File: src/rtl/synpwr_pkg.sv
package synpwr_pkg;

    typedef struct packed {
        logic cnt_load;
        logic cp_tristate;
        logic ld_reset;
        logic in_debias;
    } chan_ctl_t;

    localparam int CH_RF = 0;
    localparam int CH_IF = 1;
    localparam int NUM_CH = 2;

endpackage

File: src/rtl/synpwr_shifter.sv
module synpwr_shifter #(
    parameter int WORD_W = 24
) (
    input  logic              clk,
    input  logic              rst_n,
    input  logic              sdata,
    input  logic              sshift,
    output logic [WORD_W-1:0] word
);
    logic [WORD_W-1:0] sr_d, sr_q;

    always_comb begin
        sr_d = sr_q;
        if (sshift) sr_d = {sr_q[WORD_W-2:0], sdata};
    end

    always_ff @(posedge clk or negedge rst_n) begin
        if (!rst_n) sr_q <= '0;
        else        sr_q <= sr_d;
    end

    assign word = sr_q;
endmodule

File: src/rtl/synpwr_tracker.sv
module synpwr_tracker #(
    parameter int WORD_W     = 24,
    parameter int ADDR_W     = 3,
    parameter int NUM_REGS   = 7,
    parameter int SHARED_IDX = 3,
    parameter int RF_PD_BIT  = 4,
    parameter int IF_PD_BIT  = 5
) (
    input  logic                clk,
    input  logic                rst_n,
    input  logic                load,
    input  logic [WORD_W-1:0]   word,
    output logic [NUM_REGS-1:0] written
);
    logic [NUM_REGS-1:0] wr_d, wr_q;
    logic [ADDR_W-1:0]   addr;

    assign addr = word[ADDR_W-1:0];

    always_comb begin
        wr_d = wr_q;
        if (load && (int'(addr) < NUM_REGS)) begin
            for (int i = 0; i < NUM_REGS; i++) begin
                if (addr == ADDR_W'(i)) wr_d[i] = 1'b1;
            end
            if (addr == ADDR_W'(SHARED_IDX)) begin
                for (int i = 0; i < NUM_REGS; i++) begin
                    if (word[RF_PD_BIT] && (i < SHARED_IDX)) wr_d[i] = 1'b0;
                    if (word[IF_PD_BIT] && (i > SHARED_IDX)) wr_d[i] = 1'b0;
                end
            end
        end
    end

    always_ff @(posedge clk or negedge rst_n) begin
        if (!rst_n) wr_q <= '0;
        else        wr_q <= wr_d;
    end

    assign written = wr_q;
endmodule

File: src/rtl/synpwr_chan.sv
module synpwr_chan
    import synpwr_pkg::*;
(
    input  logic      en,
    output chan_ctl_t ctl
);
    always_comb begin
        ctl.cnt_load    = !en;
        ctl.cp_tristate = !en;
        ctl.ld_reset    = !en;
        ctl.in_debias   = !en;
    end
endmodule

File: src/rtl/synpwr_seq.sv
module synpwr_seq
    import synpwr_pkg::*;
#(
    parameter int WORD_W     = 24,
    parameter int ADDR_W     = 3,
    parameter int NUM_REGS   = 7,
    parameter int SHARED_IDX = 3,
    parameter int RF_PD_BIT  = 4,
    parameter int IF_PD_BIT  = 5,
    parameter int IF_CFG_IDX = 4,
    parameter int POL_BIT    = 7,
    parameter int CUR_LSB    = 8,
    parameter int CUR_W      = 3
) (
    input  logic             clk,
    input  logic             rst_n,
    input  logic             sdata,
    input  logic             sshift,
    input  logic             sload,
    output logic             rf_en,
    output logic             if_en,
    output logic             rf_cnt_load,
    output logic             rf_cp_tristate,
    output logic             rf_ld_reset,
    output logic             rf_in_debias,
    output logic             if_cnt_load,
    output logic             if_cp_tristate,
    output logic             if_ld_reset,
    output logic             if_in_debias,
    output logic             if_pd_pol,
    output logic [CUR_W-1:0] if_cp_cur
);
    localparam int LAST_IDX = NUM_REGS - 1;

    typedef struct packed {
        logic             pol;
        logic [CUR_W-1:0] cur;
    } cfg_t;

    logic [WORD_W-1:0]   word;
    logic [NUM_REGS-1:0] written;
    logic [NUM_CH-1:0]   ch_en;
    chan_ctl_t           ch_ctl [NUM_CH];
    cfg_t                cfg_d, cfg_q;

    synpwr_shifter #(.WORD_W(WORD_W)) u_shift (
        .clk(clk), .rst_n(rst_n), .sdata(sdata), .sshift(sshift), .word(word)
    );

    synpwr_tracker #(
        .WORD_W(WORD_W), .ADDR_W(ADDR_W), .NUM_REGS(NUM_REGS),
        .SHARED_IDX(SHARED_IDX), .RF_PD_BIT(RF_PD_BIT), .IF_PD_BIT(IF_PD_BIT)
    ) u_track (
        .clk(clk), .rst_n(rst_n), .load(sload), .word(word), .written(written)
    );

    assign ch_en[CH_RF] = &written[SHARED_IDX:0];
    assign ch_en[CH_IF] = &written[LAST_IDX:SHARED_IDX];

    for (genvar c = 0; c < NUM_CH; c++) begin : g_chan
        synpwr_chan u_chan (.en(ch_en[c]), .ctl(ch_ctl[c]));
    end

    always_comb begin
        cfg_d = cfg_q;
        if (sload && (word[ADDR_W-1:0] == ADDR_W'(IF_CFG_IDX))) begin
            cfg_d.pol = word[POL_BIT];
            cfg_d.cur = word[CUR_LSB +: CUR_W];
        end
    end

    always_ff @(posedge clk or negedge rst_n) begin
        if (!rst_n) cfg_q <= '0;
        else        cfg_q <= cfg_d;
    end

    assign rf_en          = ch_en[CH_RF];
    assign if_en          = ch_en[CH_IF];
    assign rf_cnt_load    = ch_ctl[CH_RF].cnt_load;
    assign rf_cp_tristate = ch_ctl[CH_RF].cp_tristate;
    assign rf_ld_reset    = ch_ctl[CH_RF].ld_reset;
    assign rf_in_debias   = ch_ctl[CH_RF].in_debias;
    assign if_cnt_load    = ch_ctl[CH_IF].cnt_load;
    assign if_cp_tristate = ch_ctl[CH_IF].cp_tristate;
    assign if_ld_reset    = ch_ctl[CH_IF].ld_reset;
    assign if_in_debias   = ch_ctl[CH_IF].in_debias;
    assign if_pd_pol      = cfg_q.pol;
    assign if_cp_cur      = cfg_q.cur;
endmodule

File: config.mk
export PLATFORM = sky130hd
export DESIGN_NAME = synpwr_seq
export DESIGN_NICKNAME = d
export VERILOG_FILES = /design/src/rtl/synpwr_pkg.sv /design/src/rtl/synpwr_shifter.sv /design/src/rtl/synpwr_tracker.sv /design/src/rtl/synpwr_chan.sv /design/src/rtl/synpwr_seq.sv
export SDC_FILE = /design/constraint.sdc
export NUM_CORES = 1
export LEC_CHECK = 0
export CAP_MARGIN = 5
export CORE_ASPECT_RATIO = 0.6
export CORE_MARGIN = 2
export CORE_UTILIZATION = 35
export DETAILED_ROUTE_END_ITERATION = 12
export PLACE_DENSITY = 0.6
export SLEW_MARGIN = 40
export SYNTH_ARGS = -nofsm -noshare
export SYNTH_HDL_FRONTEND = slang
export SYNTH_SLANG_ARGS = --single-unit
File: constraint.sdc
create_clock -name clk -period 1.5 [get_ports clk]
set_input_delay 0.3 -clock clk [delete_from_list [all_inputs] [get_ports clk]]
set_output_delay 0.3 -clock clk [all_outputs]
set_load 0.02 [all_outputs]
; ---- After elaboration in Yosys (flattened, before gate mapping)
; Cells that the tools add are included.
[totals]
in_bits = 5
ff_bits = 22
elab_cells = 34
out_inout_bits = 14
[classes]
reduce_logical = 8
mux = 14
n_eq_ne = 6
magnitude_cmp = 1
[op_table]
columns = operator, n
row1 = two-way mux 1 bit, 12
row2 = "== test 3 bit, second input constant", 3
row3 = AND reduction 4 bit, 2
row4 = "== test 3 x 2 -> 1 bit, second input constant", 2
row5 = two-way mux 3 bit, 2
row6 = "== test 3 x 1 -> 1 bit, second input constant", 1
row7 = zero test 3 bit, 1
row8 = "less-than comparator 3 bit, second input constant", 1
row9 = logical AND 1 bit, 2
row10 = zero test 1 bit, 2
row11 = AND reduction 2 bit, 1

; ---- Logic depth before layout (Yosys ltp)
; Gate-level depths: netlist of the first run.
[depth]
ltp_word = 4
depth_mapped = 3
mapped_depth_nobuf = 2

; ---- Hierarchy
; Synthesis of the first run repeated with hierarchy kept, for this count alone.
[unflattened]
cells_unflattened = 101
area_unflattened_um2 = 1551.5
[by_module_without_submodules]
columns = mod, cells_per_inst, area_each_um2, seq_area_each_um2, n_inst
row1 = synpwr_shifter, 51, 997.2, 600.6, 1
row2 = synpwr_tracker, 31, 322.8, 175.2, 1
row3 = synpwr_seq, 11, 178.9, 100.1, 1
row4 = synpwr_chan, 4, 26.3, 0.0, 2

; ---- Worst setup path after synthesis of the first run
; OpenSTA, ideal clock, no wires.
[synth_path]
path_kind = register to output
from = register u_track.wr_q[3], in the netlist u_track.written[3]
to = output rf_cp_tristate
n_path_buf = 1
arrival_ns = 0.941
path_stages_with_launch = 3
required_time_ns = 1.200
setup_slack_ns = 0.259
path_cell_list = dfrtp_1 nand4_1 buf_4
[synth_between]
elab_chain_len = 2
[synth_rtl]
columns = element, line
row1 = "start, declared", synpwr_tracker.sv:15  ; logic [NUM_REGS-1:0] wr_d, wr_q;
row2 = "start signal, assigned", synpwr_tracker.sv:37  ; else wr_q <= wr_d;
row3 = AND reduction 4 bit, synpwr_seq.sv:57  ; assign ch_en[CH_RF] = &written[SHARED_IDX:0];
row4 = zero test 1 bit, n/a
row5 = "end, declared", synpwr_seq.sv:23  ; output logic rf_cp_tristate,
; Every way passes these cells.

; ---- Worst setup path after layout of the first run
[layout_path]
from = register u_track.wr_q[3], in the netlist u_track.written[3]
to = output rf_cp_tristate
[layout_between]
elab_chain_len = 2
[layout_rtl]
columns = element, line
row1 = AND reduction 4 bit, synpwr_seq.sv:57
row2 = zero test 1 bit, synpwr_chan.sv:9  ; ctl.cp_tristate = !en;
; Every way passes these cells.

==> results of run 1 <==
[metal layers]
| metal | up-vias | wire length (microns) |
|---|---|---|
| met5 | - | 0 |
| li1 | 309 | - |
| met4 | 0 | 7 |
| met3 | 2 | 96 |
| met2 | 17 | 713 |
| met1 | 317 | 1010 |
[placed cells by master, fill, tap and decap left out, types with 2 or more instances in the layout]
cell,Yosys,layout
a211o_1,2,2
mux2_2,10,10
nand4_1,3,3
dlygate4sd2_1,0,4
clkbuf_8,0,4
clkdlybuf4s15_1,0,4
inv_1,5,5
mux2_4,4,4
buf_2,2,2
dfrtp_1,22,22
buf_4,9,8
a32o_1,2,2
o211ai_1,2,2
nand2_1,3,3
clkbuf_2,0,3
clkdlybuf4s50_1,0,4
nand4b_1,4,4
[worst max path at each step]
stage / to / cells past startpoint
global route: rf_in_debias / 2
floorplan: rf_cp_tristate / 2
global placement: rf_en / 3
finish: rf_cp_tristate / 2
detailed placement: rf_en / 3
CTS: rf_cp_tristate / 2
[power groups by stage]
stage / logic [mW] / registers (mW) / clock network [mW]
after floorplan: 0.594 / 0.920 / 0
after global placement: 0.975 / 0.889 / 0
after detailed placement: 0.992 / 0.892 / 0
after CTS: 0.885 / 0.880 / 0.434
after global routing: 0.920 / 0.903 / 0.464
final: 0.854 / 0.880 / 0.415
[cell families after synthesis]
| logic type | after synthesis | synth area share [%] |
|---|---|---|
| compound gates | 8 | 6.69 |
| buf+inv | 16 | 9.54 |
| flops | 22 | 54.5 |
| mux | 14 | 17.1 |
| simple gates | 17 | 12.1 |
[timing repair]
| action | CTS | global route |
|---|---|---|
| setup endpoints to repair | 14 | 9 |
| pin swaps | 0 | 2 |
| gates resized for setup | 23 | 9 |
[flip-flops by register name (all words and copies together), names as in the netlist]
signal and flops:
if_cp_cur 3, u_track.written 7, if_pd_pol 1, u_shift.word 11
[worst max-delay path: cells and delay by family, from the launching register on]
family | cells | cell delay [ps]
flip-flops | 1 | 390
buffers and inverters | 1 | 330
AND/OR/NAND/NOR | 1 | 180
[final cells by class]
cell class              instances  area share (%)
clock buffers                   4            4.37
well taps                      34            3.37
inverters                       5            1.49
repair buffers                 27            18.4
flip-flops and latches         22            43.7
multi-input cells              39            28.8
[through the flow]
stage | total power, mW | setup TNS, ps | std cells | utilization [%]
floorplan | 1.51 | 0 | 77 | -
global placement | 1.86 | -166 | 127 | 43.9
detailed placement | 1.88 | -324 | 127 | 43.9
CTS | 2.20 | -58.7 | 131 | 45.6
global route | 2.29 | -208 | 131 | 44.8
finish | 2.15 | 0 | 131 | 44.8
==> summary.txt, run 1 <==
Synthesis
  • Syn avg cell area: 13.1 sq um
  • Area share of the largest cell type after synthesis: 54.5%
  • Number of synthesized flops with an enable pin: 0
  • Post-synthesis register bit count: 22
  • Synth Cell Area: between 1000 and 1500 sq um
  • Yosys warns: 0
  • Largest area contributor in the netlist: dfrtp_1
  • Synth Instances: 77
  • Synth cell types: 21
  • Top-count cell post-synth: dfrtp_1
  • Post-synthesis sequential area ratio: between 50% and 60%
  • Leading post-synthesis cells by cell area: dfrtp_1 55%, mux2_2 11%, buf_4 6.7%
  • Dominant synthesized flop cell: dfrtp_1
  • Net count after synthesis: 82
  • Top post-synthesis cells by count: 22 x dfrtp_1, 10 x mux2_2, 9 x buf_4, 5 x inv_1
  • Async S/R FF share, synth: 100%

Clock tree
  • CTS Root Cell: clkbuf_8
  • Worst skew pair latency: 260 ps
  • Clock buffer depth: 2
  • Total clock buffers created by CTS: 3
  • Sink Count: 22
  • Post-CTS Repair Setup Buffers: 0
  • Clock transition at path regs: 80 ps
  • TritonCTS clock tree: done
  • CTS HTree Levels: 1
  • Hold buffers post-CTS: 0

Worst setup path
  • R2r worst-path depth: 2
  • Worst path required time: 1200 ps
  • Critical Path Slowest Stage Cell: dfrtp_1
  • R2R setup slack: 300 ps
  • Critical path launch point type: flip-flop
  • Critical Path Fanout Max: 5
  • RR Startpoint: u_shift.word[1]
  • Crit path capture type: primary output
  • Max stage delay on crit path: 390 ps
  • Setup CP Type: flip-flop to primary output
  • FF-to-FF End: if_cp_cur[2]
  • Arrival time of the worst setup path: 1160 ps
  • CP cell instances: nand4_1, clkdlybuf4s15_1
  • Crit path launch: u_track.written[3]

Timing
  • RSZ-0062 raised after global routing: true
  • Post-layout minimum cycle time: 1460 ps
  • Final Cycle Share: between 90% and 100%
  • Max-slew violations: 0
  • Final Hold Viols: 0
  • Worst Tran Pin Value: 322 ps
  • Max_slew headroom: 78.2%
  • Post-route setup slack: 35.7 ps
  • Final hold slack: roughly 390 ps
  • Worst Skew: approximately 6.5 ps
  • Max Clock Freq: 683 MHz
  • Number of setup violations in the final report: 0

Global routing
  • Global route total overflow: 0
  • Vias in the first global route: slightly below 600
  • Routing usage on met2: between 10% and 20%
  • Grt met3 use: under 10%
  • Initial antenna violation count: 0
  • Most used routing layer: met1
  • Gr usage total: 12.4%
  • First-pass GRT wire length: 2960 microns
  • GR Util met1: 17.7%
  • Largest net degree at the start of global routing: 23

Final layout
  • Fin area: 1260 sq um
  • Antenna diode count: 0
  • Layout fillers: ~260
  • Multi-input gate area: 363 sq um
  • FF/Latch Area: 551 sq um
  • Fraction of layout instances using a drive strength above 1: 35.1%
  • Final net count: 103
  • Area Growth Syn to Fin: 24.9%

Drt
  • Routed WL: 1830 microns
  • Drt first pass iters: 4
  • Via count: about 650
  • WL per Instance: ~14 microns
  • Routed Antenna Nets: 0
  • Iteration-0 DRC Markers: 46
  • Vias per inst: 4.92
  • Post-route DRC violation count: 0

Placement
  • Routability cong.: 0.745
  • # port buffers: 18
  • Hpwl dp: 1340 microns
  • Placed cell area: 1230 sq um
  • Dpl ws: -51.6 ps

Pwr
  • Register share of total power: about two fifths
  • Pwr/cell area: 1700 nW/um^2
  • P_leak: 0.573 nW
  • Internal power: 1.41 mW
  • Combinational power share: between 30% and 40%
  • Max IR drop VDD: 603 uV
  • Clock share of power: 19.3%
  • Sw power: 0.745 mW
  • Switching Fraction: roughly a third

Job
  • Maxcap violations: 0

Floorplanning
  • Die area: around 3300 sq um
  • Area of the core: 2820 sq um
  • Rows: 15
  • Die Wd: approximately 73 microns
  • Boundary pin count: 19
  • Initial core utilization: 35.9%
  • Die height: 45.6 microns

Worst hold path
  • HP Class: input port to async pin

Run status
  • Status: completed
Power figures use the tool's default switching activity.
==> run 2: changes to the inputs <==
--- a/config.mk
+++ b/config.mk
@@ -11,7 +11,6 @@
 export CORE_UTILIZATION = 35
 export DETAILED_ROUTE_END_ITERATION = 12
 export PLACE_DENSITY = 0.6
-export SLEW_MARGIN = 40
 export SYNTH_ARGS = -nofsm -noshare
 export SYNTH_HDL_FRONTEND = slang
 export SYNTH_SLANG_ARGS = --single-unit
==> results of run 2 <==
Final layout, timing and power as in run 1 (identical DEF).
==> run 3: changes to the inputs <==
--- a/config.mk
+++ b/config.mk
@@ -11,6 +11,7 @@
 export CORE_UTILIZATION = 35
 export DETAILED_ROUTE_END_ITERATION = 12
 export PLACE_DENSITY = 0.6
+export SETUP_SLACK_MARGIN = 0.5
 export SYNTH_ARGS = -nofsm -noshare
 export SYNTH_HDL_FRONTEND = slang
 export SYNTH_SLANG_ARGS = --single-unit
==> constraint.sdc (replaced) <==
create_clock -name clk -period 1.7 [get_ports clk]
set_input_delay 0.34 -clock clk [delete_from_list [all_inputs] [get_ports clk]]
set_output_delay 0.34 -clock clk [all_outputs]
set_load 0.02 [all_outputs]
==> summary.txt, run 3 (synthesized netlist as in run 1, its figures left out) <==
Placement
  • DP Cell Count: 123 (-3.1%)
  • Hpwl dp: 1290 microns (-3.8%)
  • Routability cong.: 0.734 (-1.4%)
  • Placed cell area: 1200 sq um (-2.4%)
  • # port buffers: 18 (unchanged)

Worst setup path
  • Arrival time of the worst setup path: 1070 ps (-90 ps)
  • Critical Path Fanout Max: 5 (unchanged)
  • Critical path launch point type: flip-flop
  • Setup CP Type: flip-flop to primary output
  • Crit path capture type: primary output
  • Worst path required time: 1360 ps (+160 ps)

Global routing
  • Vias in the first global route: 662 (+14%)
  • Largest net degree at the start of global routing: 23 (unchanged)
  • Most used routing layer: met1
  • Routing usage on met2: 19.1% (+2.0 points)
  • GR Util met1: 19.4% (+1.7 points)
  • Global route total overflow: 0 (unchanged)
  • Gr usage total: 13.1% (+0.63 points)
  • Grt met3 use: 5.31% (-0.22 points)
  • Initial antenna violation count: 0 (unchanged)
  • First-pass GRT wire length: 3220 microns (+8.9%)

Clock tree
  • Total clock buffers created by CTS: 3 (unchanged)
  • Clock buffer depth: 2 (unchanged)
  • Hold buffers post-CTS: 0 (unchanged)
  • Clock transition at path regs: 80 ps (about the same)
  • Sink Count: 22 (unchanged)
  • CTS Root Cell: clkbuf_8
  • TritonCTS clock tree: done
  • CTS HTree Levels: 1 (unchanged)
  • Worst skew pair latency: 260 ps (about the same)

Drt
  • Vias per inst: 4.96 (+0.76%)
  • Via count: 640 (-0.78%)
  • Post-route DRC violation count: 0 (unchanged)
  • Routed WL: 1920 microns (+4.9%)
  • Iteration-0 DRC Markers: 44 (-4.3%)
  • Routed Antenna Nets: 0 (unchanged)
  • Drt first pass iters: 4 (unchanged)
  • WL per Instance: 14.8 microns (+6.6%)

Final layout
  • Most frequent cells in the layout: 21 x dfrtp_1, 11 x buf_2, 10 x mux2_2
  • Most common cell after layout, fill and taps aside: dfrtp_1
  • Area Growth Syn to Fin: 21.4%
  • FF/Latch Area: 552 sq um (+0.23%)
  • Antenna diode count: 0 (unchanged)
  • Fin area: 1230 sq um (-2.8%)
  • Max reg flops: 11 (unchanged)
  • Fraction of layout instances using a drive strength above 1: 43.2% (+8.1 points)
  • Layout fillers: 271 (+6.3%)
  • Final net count: 101 (-1.9%)
  • Fin cells: 129 (-1.5%)
  • Multi-input gate area: 363 sq um (unchanged)

Timing
  • Final Cycle Share: 82.7%
  • Number of setup violations in the final report: 0 (unchanged)
  • Max_slew headroom: 78.0% (-0.22 points)
  • Max Clock Freq: between 700 and 800 MHz
  • Worst Tran Pin Value: 325 ps (+3.20 ps)
  • Final Hold Viols: 0 (unchanged)
  • Worst Skew: 4.41 ps (-2.11 ps)
  • Max-slew violations: 0 (unchanged)
  • RSZ-0062 raised after global routing: true
  • TNS Setup: 0 ps (unchanged)
  • Post-layout minimum cycle time: 1410 ps

Floorplanning
  • Die height: 45.6 microns (unchanged)
  • Die area: 3340 sq um (unchanged)
  • Area of the core: 2820 sq um (unchanged)
  • Initial core utilization: 35.9% (unchanged)
  • Rows: 15 (unchanged)
  • Boundary pin count: 19 (unchanged)
  • Die Wd: 73.3 microns (unchanged)

Pwr
  • Pwr/cell area: 1550 nW/um^2 (-8.9%)
  • Max IR drop VDD: 403 uV (-33%)
  • P_leak: 0.570 nW (-0.64%)
  • Design Power: 1.90 mW (-11%)

Job
  • Maxcap violations: 0 (unchanged)

Run status
  • Status: completed

Worst hold path
  • HP Class: input port to async pin
## run 3: changes by cell type in the layout (fill, tap and decap cells not counted), sizes merged
cell | previous run | this run
buf | 11 | 21
clkbuf | 7 | 4
clkdlybuf4s15 | 5 | 0
clkdlybuf4s50 | 4 | 2
dlygate4sd2 | 4 | 1
dlymetal6s2s | 0 | 1
## run 3: through the flow
stage | hold slack (ps) | setup slack [ps] | utilization, %
finish | 426 | 294 | 43.6
global route | 441 | 216 | 43.6
CTS | 435 | 300 | 43.2
detailed placement | 486 | 102 | 42.8
global placement | 481 | 132 | 42.8
floorplan | 44.4 | 426 | -
## run 3: per-layer routing
metal,up-vias,wire [microns]
met5,-,0
met3,0,115
met1,321,1060
li1,303,-
met4,0,0
met2,16,742
## run 3: cell type report
type	instances	share of cell area [%]
Sequential cell	22	45.0
Multi-Input combinational cell	39	29.6
Timing Repair Buffer	25	15.9
Clock buffer	4	4.49
Tap cell	34	3.47
Inverter	5	1.53
## run 3: path summary, 6_finish.rpt
path                            slack (ps)                  to  cells past startpoint                from
worst max-delay path                   290               if_en                      3  u_track.written[3]
worst min-delay path                   430        if_cp_cur[2]                      2               rst_n
worst max register to register         510           if_pd_pol                      2     u_shift.word[1]
worst min register to register         500  u_track.written[2]                      1  u_track.written[2]
max in group asynchronous             1040     u_shift.word[2]                      2               rst_n
min in group clk                       470     u_shift.word[2]                      3              sshift
## run 3: worst max-delay path: stages, from the launching register on
cell     delay (ps)
dfrtp_1         400
nand4_1         180
inv_1           110
buf_6           120
## run 3: timing repair
item,CTS,global route
resized for setup,62,3
setup buffers,2,0
setup endpoints to repair,20,16
pin swaps,1,0
hold endpoints to repair,0,0
## run 3: power breakdown
group	switching, mW	internal, mW	total (mW)
sequential	0.107	0.678	0.785
clock	0.164	0.206	0.370
combinational	0.401	0.349	0.750
total	0.672	1.23	1.90
